[src/rtl/dreq_pkg.sv]
package dreq_pkg;

    // Queue depth selection carried on the deep_mode pin
    typedef enum logic {
        QMODE_SHALLOW = 1'b0,
        QMODE_DEEP    = 1'b1
    } qmode_e;

    localparam int unsigned DEF_DEEP_DEPTH  = 16;
    localparam int unsigned DEF_SYNC_STAGES = 2;

endpackage

[src/rtl/dreq_sync.sv]
// Multi-flop synchronizer for the asynchronous request pin; idles high.
module dreq_sync #(
    parameter int unsigned STAGES = 2
) (
    input  logic clk,
    input  logic rst_n,
    input  logic pin_n,
    output logic level_n
);
    logic [STAGES-1:0] chain_q;
    logic [STAGES-1:0] chain_d;

    generate
        if (STAGES == 1) begin : g_single
            always_comb chain_d = pin_n;
        end else begin : g_multi
            always_comb chain_d = {chain_q[STAGES-2:0], pin_n};
        end
    endgenerate

    always_ff @(posedge clk or negedge rst_n) begin
        if (!rst_n) chain_q <= '1;
        else        chain_q <= chain_d;
    end

    assign level_n = chain_q[STAGES-1];
endmodule

[src/rtl/dreq_gate.sv]
// Noise rejection: the first enabled edge only arms sampling.
module dreq_gate (
    input  logic clk,
    input  logic rst_n,
    input  logic en,
    input  logic level_n,
    output logic take
);
    typedef struct packed {
        logic armed;
    } gate_t;

    gate_t st_q, st_d;

    always_comb begin
        st_d       = st_q;
        st_d.armed = en;
    end

    always_ff @(posedge clk or negedge rst_n) begin
        if (!rst_n) st_q <= '0;
        else        st_q <= st_d;
    end

    assign take = en && st_q.armed && !level_n;
endmodule

[src/rtl/dreq_queue.sv]
// Counter-based request queue with acknowledge generation.
module dreq_queue
    import dreq_pkg::*;
#(
    parameter int unsigned DEPTH = DEF_DEEP_DEPTH,
    localparam int unsigned CW   = $clog2(DEPTH + 1)
) (
    input  logic          clk,
    input  logic          rst_n,
    input  logic          en,
    input  qmode_e        mode,
    input  logic          take,
    input  logic          cyc_start,
    output logic          ack,
    output logic          pending,
    output logic [CW-1:0] count
);
    localparam logic [CW-1:0] FULL_DEEP = CW'(DEPTH);

    typedef struct packed {
        logic [CW-1:0] cnt;
    } queue_t;

    queue_t st_q, st_d;
    logic   dec;
    logic   inc;
    logic   room;

    always_comb begin
        dec = en && cyc_start && (st_q.cnt != '0);
        unique case (mode)
            QMODE_SHALLOW: room = (st_q.cnt == '0);
            QMODE_DEEP:    room = (st_q.cnt != FULL_DEEP) || dec;
            default:       room = 1'b0;
        endcase
        inc = take && room;

        st_d = st_q;
        if (!en) begin
            st_d.cnt = '0;
        end else begin
            case ({inc, dec})
                2'b10:   st_d.cnt = st_q.cnt + 1'b1;
                2'b01:   st_d.cnt = st_q.cnt - 1'b1;
                default: st_d.cnt = st_q.cnt;
            endcase
        end
    end

    always_ff @(posedge clk or negedge rst_n) begin
        if (!rst_n) st_q <= '0;
        else        st_q <= st_d;
    end

    assign ack     = dec;
    assign pending = (st_q.cnt != '0);
    assign count   = st_q.cnt;
endmodule

[src/rtl/dreq_sampler.sv]
module dreq_sampler
    import dreq_pkg::*;
#(
    parameter int unsigned DEPTH       = DEF_DEEP_DEPTH,
    parameter int unsigned SYNC_STAGES = DEF_SYNC_STAGES,
    localparam int unsigned CW         = $clog2(DEPTH + 1)
) (
    input  logic          clk,
    input  logic          rst_n,
    input  logic          en,
    input  logic          deep_mode,
    input  logic          req_n,
    input  logic          cyc_start,
    output logic          ack,
    output logic          pending,
    output logic [CW-1:0] count
);
    logic   req_sync_n;
    logic   take;
    qmode_e mode;

    assign mode = deep_mode ? QMODE_DEEP : QMODE_SHALLOW;

    dreq_sync #(.STAGES(SYNC_STAGES)) u_sync (
        .clk     (clk),
        .rst_n   (rst_n),
        .pin_n   (req_n),
        .level_n (req_sync_n)
    );

    dreq_gate u_gate (
        .clk     (clk),
        .rst_n   (rst_n),
        .en      (en),
        .level_n (req_sync_n),
        .take    (take)
    );

    dreq_queue #(.DEPTH(DEPTH)) u_queue (
        .clk       (clk),
        .rst_n     (rst_n),
        .en        (en),
        .mode      (mode),
        .take      (take),
        .cyc_start (cyc_start),
        .ack       (ack),
        .pending   (pending),
        .count     (count)
    );
endmodule

[config.mk]
export PLATFORM = sky130hd
export DESIGN_NAME = dreq_sampler
export DESIGN_NICKNAME = d
export VERILOG_FILES = /design/src/rtl/dreq_pkg.sv /design/src/rtl/dreq_sync.sv /design/src/rtl/dreq_gate.sv /design/src/rtl/dreq_queue.sv /design/src/rtl/dreq_sampler.sv
export SDC_FILE = /design/constraint.sdc
export NUM_CORES = 1
export LEC_CHECK = 0
export BUFFER_PORTS_ARGS = -buffer_cell sky130_fd_sc_hd__buf_2
export CAP_MARGIN = 20
export CORE_AREA = 2 2 39 41
export DETAILED_ROUTE_END_ITERATION = 10
export DIE_AREA = 0 0 41 43
export MAX_ROUTING_LAYER = met4
export SETUP_SLACK_MARGIN = 0.05
export SLEW_MARGIN = 20
export SYNTH_ARGS = -nofsm -noshare
export SYNTH_HDL_FRONTEND = slang
export SYNTH_SLANG_ARGS = --single-unit
[constraint.sdc]
create_clock -name clk -period 3 [get_ports clk]
set_input_delay 0.15 -clock clk [delete_from_list [all_inputs] [get_ports clk]]
set_output_delay 0.15 -clock clk [all_outputs]
set_load 0.005 [all_outputs]
# Word level (Yosys, flattened, before mapping)
# Index checks and enable logic that the tools add are counted.
# W data, S select, Z words.
# word_totals
ff_bits	8
out_inout_bits	7
inputBits	6
# op_classes
eq_ne	4
addsub	2
n_bitwise	1
mux	4
n_reduce_logical	9
# op_table
operator	n
$pmux W5 S2	1
$add A5 B1 Y5 const B	1
$logic_and A1 B1 Y1	5
$logic_not A5 Y1	1
$mux W5	1
$ne A5 B5 Y1 const B	1
$reduce_bool A5 Y1	1
$sub A5 B1 Y5 const B	1
$ne A3 B1 Y1 const B	1
$eq A2 B1 Y1 const B	1
$eq A2 B2 Y1 const B	1
$pmux W1 S2	1
$logic_not A1 Y1	1
$logic_or A1 B1 Y1	1
$mux W1	1
$not A1 Y1	1

# Longest topological paths before layout
# Gate-level depths: netlist (run 1).
# depth
ltp_word	8
depth_mapped	9

# Cells and area by module
# From an unflattened synthesis (run 1), not the netlist that was laid out.
# unflattened
cells_unflattened	55
hier_area_um2	530.5
# by_module_without_submodules
mod	cells_per_inst	n_inst	area_each_um2
dreq_queue	51	1	444.2
dreq_sync	2	1	52.6
dreq_gate	2	1	33.8

# Worst setup path before layout (run 1)
# Ideal clock, no wire load.
# synth_timing
path_kind	register -> register
startpoint	reg u_queue.st_q (netlist bit u_queue.count[0])
endpoint	reg u_queue.st_q (netlist bit u_queue.count[4])
period_less_slack_ps	2438
arrival_ps	2361
stages_incl_launch_ff	10
required_ps	2923
n_path_buf	0
slack_ps	562
cell_sequence	dfrtp_1 > or4_4 > o2111ai_2 > inv_1 > ha_1 > nand2b_1 > a21oi_1 > xor2_1 > or3_1 > a21oi_1
# synth_between
elab_chain_cells	8
word_cells_on_any_way	14
# synth_rtl
item	line	text
start, declared	dreq_queue.sv:24	queue_t st_q, st_d;
start signal, assigned	dreq_queue.sv:52	else st_q <= st_d;
$reduce_bool A5 Y1	dreq_queue.sv:30	dec = en && cyc_start && (st_q.cnt != '0);
$logic_and A1 B1 Y1	dreq_queue.sv:30	
$logic_or A1 B1 Y1	dreq_queue.sv:33	QMODE_DEEP: room = (st_q.cnt != FULL_DEEP) || dec;
$pmux W1 S2	dreq_queue.sv:31	unique case (mode)
$logic_and A1 B1 Y1	dreq_queue.sv:36	inc = take && room;
$eq A2 B1 Y1 or $eq A2 B2 Y1 (tied branches)	dreq_queue.sv:42	case ({inc, dec})
$pmux W5 S2	dreq_queue.sv:42	
$mux W5	dreq_queue.sv:39	if (!en) begin
# Parallel ways exist; a longest one is shown, timed or not.
# A chain may end at the register's enable or synchronous reset.

# Worst setup path in the final report (run 1)
# Ends and elaborated chain as after synthesis.

==> qor_table.md, run 1 <==
| Step | Quantity | This run |
| --- | --- | --- |
| outcome | Run status | completed |
| floorplanning | Die area | 0.00176 mm^2 |
| timing | Max-slew violations | 0 |
| logic synthesis | Count of warnings emitted by yosys | 0 |
| clock tree | # H-tree levels | 1 |
| logic synthesis | Cell area after synthesis | 509 um^2 |
| power | Share of total power in combinational logic | 54.1% |
| clock tree | Clock net sink count | 8 |
| placed design | Buffers added on ports | 12 |
| timing | Worst slew pin tran | 0.425 ns |
| timing | Minimum period implied by the final worst setup slack | 2.62 ns |
| logic synthesis | Flip-flop and latch count after synthesis | 8 |
| setup path | Type of element launching the critical path | register |
| routing | Routed Wire Length | 1020 um |
| grt | Largest net degree at the start of global routing | 9 |
| setup path | Crit end category | register |
| finish | Antenna fix cells | 0 |
| timing | Final setup violation count | 0 |
| logic synthesis | Sequential-to-total area share from yosys stat | 39.8% |
| routing | DRT antenna net count | 0 |
| flow run | Max_cap viols | 0 |
| power | Proportion of total power due to net switching | 39.3% |
| clock tree | Count of buffers added by post-CTS timing repair for setup | 0 |
| power | Max rail drop VDD | 0.330 mV |
| finish | Layout cell share with drive strength beyond 1 | 31.9% |
| setup path | Critical path peak fanout | 5 |
| placed design | Final Wtd Congestion | 0.802 |
| finish | Synthesis-to-layout area growth | 24.8% |
| timing | Crit share post-route | 87.3% |
| floorplanning | Height of the die | 43 um |
| routing | Count of unresolved DRC violations after routing | 0 |
| timing | Setup TNS | 0 ns |
| timing | Peak clock frequency supported by timing | 0.382 GHz |
| routing | DRC violation total after the first TritonRoute iteration | 8 |
| setup path | Arrival time of data at the critical path endpoint | 2.80 ns |
| grt | Global-route wire length before repair | 1710 um |
| hold path | Classification of the worst-slack hold path | in2reg |
| logic synthesis | Synthesized net count | 61 |
| power | Leakage | 0.000314 uW |
| power | Power per Cell Area | 861 mW/mm^2 |
| timing | Hold violation total from the final report | 0 |
| power | Sequential Power Share | 28.7% |
| grt | Combined global-route utilization of all metal layers | 15.1% |
| power | Switching power summed over all nets | 215 uW |
| routing | Per-cell routed wire length | 12.0 um |
| clock tree | Clock-pin slew of the registers on the worst-case setup and hold paths | 0.07 ns |
| floorplanning | Total I/O pin count | 13 |
| clock tree | TritonCTS Buffers | 3 |
| grt | Global route total overflow | 0 |
| clock tree | Worst skew pair latency | 0.27 ns |
| logic synthesis | Instance count of the mapped netlist | 51 |
| clock tree | TritonCTS clock tree | built |
| finish | Share of the core filled with cells | 45.9% |
| setup path | Setup slack of the worst register-to-register path | 0.38 ns |
| setup path | Required time of the critical path | 3.18 ns |
| timing | Relative slew slack | 71.7% |
| power | Clock network power share | 17.1% |
| grt | Initial antenna violation count | 0 |
| logic synthesis | Mapped Avg Cell Area | 9.99 um^2 |
| setup path | Critical path type | reg2reg |
| routing | First drt pass iteration count | 4 |
| grt | Number of global-route vias before repair | 409 |
| placed design | HPWL after detailed placement | 773 um |
| floorplanning | Placeable core region | 0.00138 mm^2 |
| power | Power Internal | 332 uW |
| timing | Fin Clk Skew | 0.0177 ns |
| floorplanning | Starting Density | 36.8% |
| floorplanning | Rows | 14 |
| timing | Unrepaired setup endpoints after global routing | false |
| finish | Number of inserted filler cells in the final layout | 135 |
| clock tree | Bufs on Longest Clock Path | 2 |
| floorplanning | Chip width | 41 um |
| routing | Post-detailed-route via-to-cell ratio | 5.07 |
| routing | Vias after detailed routing | 431 |
| logic synthesis | Number of distinct library cells after synthesis | 25 |
| clock tree | CTS root buffer | sky130_fd_sc_hd__clkbuf_4 |
| finish | Count of nets after finishing | 80 |
-- flip-flops by register name, indices dropped and copies added, names as in the netlist --
register and flops:
u_queue.count 5, u_sync.chain_q 2, u_gate.st_q 1
-- worst max-delay path: stages (launching register included) --
cell,delay (ns)
sky130_fd_sc_hd__dfrtp_1,0.42
sky130_fd_sc_hd__or4_4,0.59
sky130_fd_sc_hd__o2111ai_2,0.27
sky130_fd_sc_hd__inv_1,0.13
sky130_fd_sc_hd__ha_1,0.33
sky130_fd_sc_hd__nand2b_1,0.08
sky130_fd_sc_hd__a21oi_1,0.17
sky130_fd_sc_hd__xor2_1,0.09
sky130_fd_sc_hd__or3_1,0.31
sky130_fd_sc_hd__a21oi_1,0.14
-- cell usage after synthesis --
master	instances	area share, %
sky130_fd_sc_hd__dfrtp_1	6	29
sky130_fd_sc_hd__nor2_1	6	4.4
sky130_fd_sc_hd__a21oi_1	5	4.9
sky130_fd_sc_hd__inv_1	5	3.7
sky130_fd_sc_hd__nand2_1	4	2.9
sky130_fd_sc_hd__ha_1	3	7.4
sky130_fd_sc_hd__nand2b_1	3	3.7
sky130_fd_sc_hd__dfstp_2	2	10
sky130_fd_sc_hd__a211oi_1	1	1.5
sky130_fd_sc_hd__a21o_2	1	1.7
sky130_fd_sc_hd__a2bb2oi_2	1	2.9
sky130_fd_sc_hd__and2b_1	1	1.5
sky130_fd_sc_hd__and3_1	1	1.2
sky130_fd_sc_hd__fa_1	1	3.9
sky130_fd_sc_hd__mux2i_4	1	4.4
sky130_fd_sc_hd__nand3_1	1	0.98
sky130_fd_sc_hd__nand3b_1	1	1.5
sky130_fd_sc_hd__nor3_1	1	0.98
sky130_fd_sc_hd__o2111ai_2	1	2.9
sky130_fd_sc_hd__o21ai_0	1	0.98
sky130_fd_sc_hd__o2bb2ai_1	1	1.7
sky130_fd_sc_hd__or3_1	1	1.2
sky130_fd_sc_hd__or4_4	1	2.2
sky130_fd_sc_hd__xnor2_1	1	1.7
sky130_fd_sc_hd__xor2_1	1	1.7
-- worst paths after layout --
check                                        startpoint                           end  cells past startpoint
max reg2reg                u_queue.count[0]$_DFFE_PN0P_  u_queue.count[4]$_DFFE_PN0P_                      9
max                        u_queue.count[0]$_DFFE_PN0P_  u_queue.count[4]$_DFFE_PN0P_                      9
max in group asynchronous                         rst_n   u_sync.chain_q[0]$_DFF_PN1_                      2
min                                                  en         u_gate.st_q$_DFF_PN0_                      1
min in group asynchronous                         rst_n  u_queue.count[2]$_DFFE_PN0P_                      2
min reg2reg                 u_sync.chain_q[0]$_DFF_PN1_   u_sync.chain_q[1]$_DFF_PN1_                      0
-- power by group through the flow --
stage / clock [uW] / sequential, uW / combinational, uW
2_1_floorplan: 0 / 157 / 222
6_report: 93.7 / 157 / 296
5_1_grt: 103 / 161 / 338
3_5_place_dp: 0 / 160 / 297
3_3_place_gp: 0 / 160 / 295
4_1_cts: 93.9 / 158 / 299
-- layout make-up --
cell class / count / area (um^2) / area share, %
repair buffers: 14 / 80.1 / 12.6
multi-input cells: 38 / 288 / 45.3
well taps: 16 / 20.0 / 3.15
clock buffers: 4 / 26.3 / 4.13
inverters: 5 / 18.8 / 2.95
flip-flops and latches: 8 / 203 / 31.9
-- cells in the final DEF (no fill, tap or decap) --
cell / synthesis / final
sky130_fd_sc_hd__buf_2: 0 / 12
sky130_fd_sc_hd__nor2_1: 6 / 6
sky130_fd_sc_hd__dfrtp_1: 6 / 6
sky130_fd_sc_hd__inv_1: 5 / 5
sky130_fd_sc_hd__a21oi_1: 5 / 5
sky130_fd_sc_hd__nand2_1: 4 / 4
sky130_fd_sc_hd__nand2b_1: 3 / 3
sky130_fd_sc_hd__ha_1: 3 / 3
sky130_fd_sc_hd__clkbuf_4: 0 / 3
sky130_fd_sc_hd__dlygate4sd3_1: 0 / 2
sky130_fd_sc_hd__dfstp_2: 2 / 2
sky130_fd_sc_hd__or4_4: 1 / 1
sky130_fd_sc_hd__nand3b_1: 1 / 1
sky130_fd_sc_hd__o2111ai_2: 1 / 1
sky130_fd_sc_hd__and3_1: 1 / 1
sky130_fd_sc_hd__and2b_1: 1 / 1
sky130_fd_sc_hd__mux2i_4: 1 / 1
sky130_fd_sc_hd__o2bb2ai_1: 1 / 1
sky130_fd_sc_hd__a2bb2oi_2: 1 / 1
sky130_fd_sc_hd__nor3_1: 1 / 1
sky130_fd_sc_hd__xor2_1: 1 / 1
sky130_fd_sc_hd__o21ai_0: 1 / 1
sky130_fd_sc_hd__or3_1: 1 / 1
sky130_fd_sc_hd__a21o_2: 1 / 1
sky130_fd_sc_hd__xnor2_1: 1 / 1
sky130_fd_sc_hd__nand3_1: 1 / 1
sky130_fd_sc_hd__a211oi_1: 1 / 1
sky130_fd_sc_hd__fa_1: 1 / 1
sky130_fd_sc_hd__clkbuf_1: 0 / 1
-- per-layer routing --
layer  track usage [%]  up-vias  wire length (um)  share of wire (%)
met1              19.2      207               448                 44
li1                  -      214                 -                  -
met3              4.71        4                33                3.2
met2              20.9        6               516                 50
met5                 -        -                 0                  0
met4              8.00        0                25                2.4
-- per-stage QoR --
stage / cell area [um^2] / worst slack (ns) / hold slack (ns) / instances / total power [uW]
floorplan: 509 / 0.562 / -0.146 / 51 / 379
CTS: 636 / 0.378 / 0.0640 / 85 / 551
finish: 636 / 0.381 / 0.0619 / 85 / 547
detailed placement: 589 / 0.416 / 0.00371 / 79 / 457
global placement: 589 / 0.443 / 0.00806 / 79 / 455
global route: 636 / 0.245 / 0.0556 / 85 / 602
-- cell families after synthesis --
logic type                 Yosys count  share of synthesized area, %
and+or+nand+nor                     20                          20.6
adders and majority gates            4                          11.3
DFF                                  8                          39.8
AOI/OAI and AO/OA                   11                          16.7
xor gates and xnor gates             2                          3.44
buffers and inverters                5                          3.69
muxes                                1                          4.42
-- timing repair --
action / 4_1_cts / 5_1_grt
gates resized for setup: 0 / 0
hold endpoints to repair: 9 / 0
hold buffers: 2 / 0
Note: power is estimated with default switching activity, not from simulation.
==> run 2: changes to the inputs <==
PLACE_DENSITY = 0.71   (was not set)
==> run 2 against run 1 <==
Net effect:
- core utilization unchanged
- sequential share of layout area stayed put
- global-route usage is 1.7 points lower
==> qor_table.md, run 2 (synthesized netlist as in run 1, its figures left out) <==
| Step | Quantity | This run |
| --- | --- | --- |
| outcome | Run status | completed |
| setup path | Logic depth of the worst register-to-register path | 9 |
| routing | Count of unresolved DRC violations after routing | 0 |
| clock tree | Bufs on Longest Clock Path | 2 |
| clock tree | TritonCTS clock tree | built |
| grt | Number of global-route vias before repair | 395 |
| timing | Relative slew slack | 73.0% |
| timing | Fin Clk Skew | 0.00529 ns |
| clock tree | TritonCTS Buffers | 3 |
| routing | Per-cell routed wire length | 11.0 um |
| clock tree | Worst skew pair latency | 0.24 ns |
| grt | Fraction of met1 tracks used by global routing | 16.3% |
| grt | Global routing usage on met2 | 18.4% |
| setup path | Arrival time of data at the critical path endpoint | 2.80 ns |
| floorplanning | Placeable core region | 0.00138 mm^2 |
| placed design | Placement Cell Area | 589 um^2 |
| finish | Storage element area | 203 um^2 |
| finish | Antenna fix cells | 0 |
| setup path | Type of element launching the critical path | register |
| routing | Routed Wire Length | 936 um |
| clock tree | Clock net sink count | 8 |
| placed design | Final Wtd Congestion | 0.710 |
| finish | Area of all placed cells without fillers | 636 um^2 |
| setup path | Buffer and inverter count on the worst path | 1 |
| hold path | Instance count along the most critical hold path | 1 |
| clock tree | CTS root buffer | sky130_fd_sc_hd__clkbuf_4 |
| timing | Hold slack final | 0.0757 ns |
| finish | Max reg flops | 5 |
| clock tree | # H-tree levels | 1 |
| placed design | Count of placed standard cells including taps | 79 |
| clock tree | Count of buffers added by post-CTS timing repair for setup | 0 |
| routing | Post-detailed-route via-to-cell ratio | 4.81 |
| placed design | HPWL after detailed placement | 772 um |
| floorplanning | Die area | 0.00176 mm^2 |
| finish | Synthesis-to-layout area growth | 24.8% |
| timing | Max-slew violations | 0 |
| setup path | Library cell contributing the largest single delay on the critical path | sky130_fd_sc_hd__or4_4 |
| grt | Combined global-route utilization of all metal layers | 13.4% |
| setup path | Kind of cell adding the most delay to the critical path | simple AND/OR/NAND/NOR gates |
| timing | Peak clock frequency supported by timing | 0.380 GHz |
| finish | Most frequent cells in the layout | sky130_fd_sc_hd__buf_2, sky130_fd_sc_hd__nor2_1, sky130_fd_sc_hd__dfrtp_1, sky130_fd_sc_hd__inv_1, sky130_fd_sc_hd__a21oi_1 |
| grt | Largest net degree at the start of global routing | 9 |
| floorplanning | Total I/O pin count | 13 |
| setup path | Biggest cell delay along the critical path | 0.60 ns |
| grt | Global route total overflow | 0 |
| floorplanning | Chip width | 41 um |
| floorplanning | Rows | 14 |
| finish | Commonest non-fill, non-tap cell in the layout | sky130_fd_sc_hd__buf_2 |
| setup path | Critical path peak fanout | 5 |
| power | Power per Cell Area | 852 mW/mm^2 |
| placed design | Buffers added on ports | 12 |
| timing | Setup TNS | 0 ns |
| timing | Hold violation total from the final report | 0 |
| power | Leakage | 0.000314 uW |
| hold path | Classification of the worst-slack hold path | in2reg |
| floorplanning | Starting Density | 36.8% |
| power | Power after layout | 541 uW |
| grt | Global-route wire length before repair | 1490 um |
| finish | Number of inserted filler cells in the final layout | 140 |
| hold path | End of the worst hold path | u_gate.st_q$_DFF_PN0_ |
| power | Max rail drop VDD | 0.293 mV |
| finish | Layout cell share with drive strength beyond 1 | 31.9% |
| clock tree | Clock-pin slew of the registers on the worst-case setup and hold paths | 0.05 ns |
| timing | Crit share post-route | 87.7% |
| flow run | Max_cap viols | 0 |
| routing | DRT antenna net count | 0 |
| setup path | Reg2reg end | u_queue.count[4]$_DFFE_PN0P_ |
| setup path | Setup slack of the worst register-to-register path | 0.37 ns |
| hold path | Startpoint of the most critical hold path | en |
| grt | GRT Max-Usage Layer | met2 |
| timing | Worst slew pin tran | 0.405 ns |
| routing | Vias after detailed routing | 409 |
| finish | Filler-free cell count of the finished design | 85 |
| floorplanning | Height of the die | 43 um |
| timing | Unrepaired setup endpoints after global routing | false |
| timing | Final setup violation count | 0 |
| setup path | Cells along the critical path | or4_4, o2111ai_2, inv_1, ha_1, nand2b_1, a21oi_1, xor2_1, or3_1, a21oi_1 |
| setup path | Start of the worst register-to-register path | u_queue.count[0]$_DFFE_PN0P_ |
| routing | First drt pass iteration count | 4 |
| setup path | Most common cell type on the critical path | sky130_fd_sc_hd__a21oi_1 |
| finish | Multi-input combinational cell area | 288 um^2 |
| timing | Minimum period implied by the final worst setup slack | 2.63 ns |
| finish | Count of nets after finishing | 80 |
| grt | Initial antenna violation count | 0 |
| setup path | Crit end category | register |
| setup path | Critical path type | reg2reg |
| routing | DRC violation total after the first TritonRoute iteration | 6 |
| setup path | Required time of the critical path | 3.16 ns |
| grt | Global-route track usage on met3 | 3.14% |
run 2: worst max path at each step:
stage / cells past startpoint / end / start / slack [ns]
6_report: 9 / u_queue.count[4]$_DFFE_PN0P_ / u_queue.count[0]$_DFFE_PN0P_ / 0.37
2_1_floorplan: 9 / u_queue.count[4]$_DFFE_PN0P_ / u_queue.count[0]$_DFFE_PN0P_ / 0.56
4_1_cts: 9 / u_queue.count[4]$_DFFE_PN0P_ / u_queue.count[0]$_DFFE_PN0P_ / 0.34
5_1_grt: 9 / u_queue.count[4]$_DFFE_PN0P_ / u_queue.count[0]$_DFFE_PN0P_ / 0.23
3_5_place_dp: 9 / u_queue.count[4]$_DFFE_PN0P_ / u_queue.count[0]$_DFFE_PN0P_ / 0.36
3_3_place_gp: 9 / u_queue.count[4]$_DFFE_PN0P_ / u_queue.count[0]$_DFFE_PN0P_ / 0.41
run 2: layout make-up:
type | count | share of cell area (%)
Tap cell | 16 | 3.15
Sequential cell | 8 | 31.9
Multi-Input combinational cell | 38 | 45.3
Clock buffer | 4 | 4.13
Inverter | 5 | 2.95
Timing Repair Buffer | 14 | 12.6
run 2: routing by layer:
metal  vias to the layer above  routed length (um)  share of wire, %
met1                       185                 448                48
met4                         0                   8              0.85
met3                         2                  54               5.8
met5                         -                   0                 0
li1                        213                   -                 -
met2                         9                 424                45
run 2: worst register-to-register path, delay by kind of cell (launching register included):
| family | cells | cell delay, ns |
|---|---|---|
| flip-flops | 1 | 0.43 |
| AO/OA/AOI/OAI | 3 | 0.60 |
| AND/OR/NAND/NOR | 3 | 0.99 |
| buffers and inverters | 1 | 0.13 |
| XOR/XNOR | 1 | 0.09 |
| adder cells (fa/ha/maj) | 1 | 0.33 |
run 2: through the flow:
stage,utilization (%),setup slack [ns]
5_1_grt,45.9,0.229
3_5_place_dp,42.6,0.365
6_report,45.9,0.369
4_1_cts,45.9,0.340
2_1_floorplan,-,0.562
3_3_place_gp,42.6,0.407
run 2: what timing repair did:
| action | CTS | global route |
|---|---|---|
| endpoints found under the hold margin | 9 | 0 |
| resized for setup | 0 | 0 |
| hold buffers | 2 | 0 |
run 2: power breakdown:
group / internal (uW) / leakage (uW) / switching [uW] / total (uW)
combinational: 152 / 0.000199 / 148 / 300
clock: 50.5 / 0.0000150 / 31.0 / 81.5
sequential: 131 / 0.000100 / 29.2 / 160
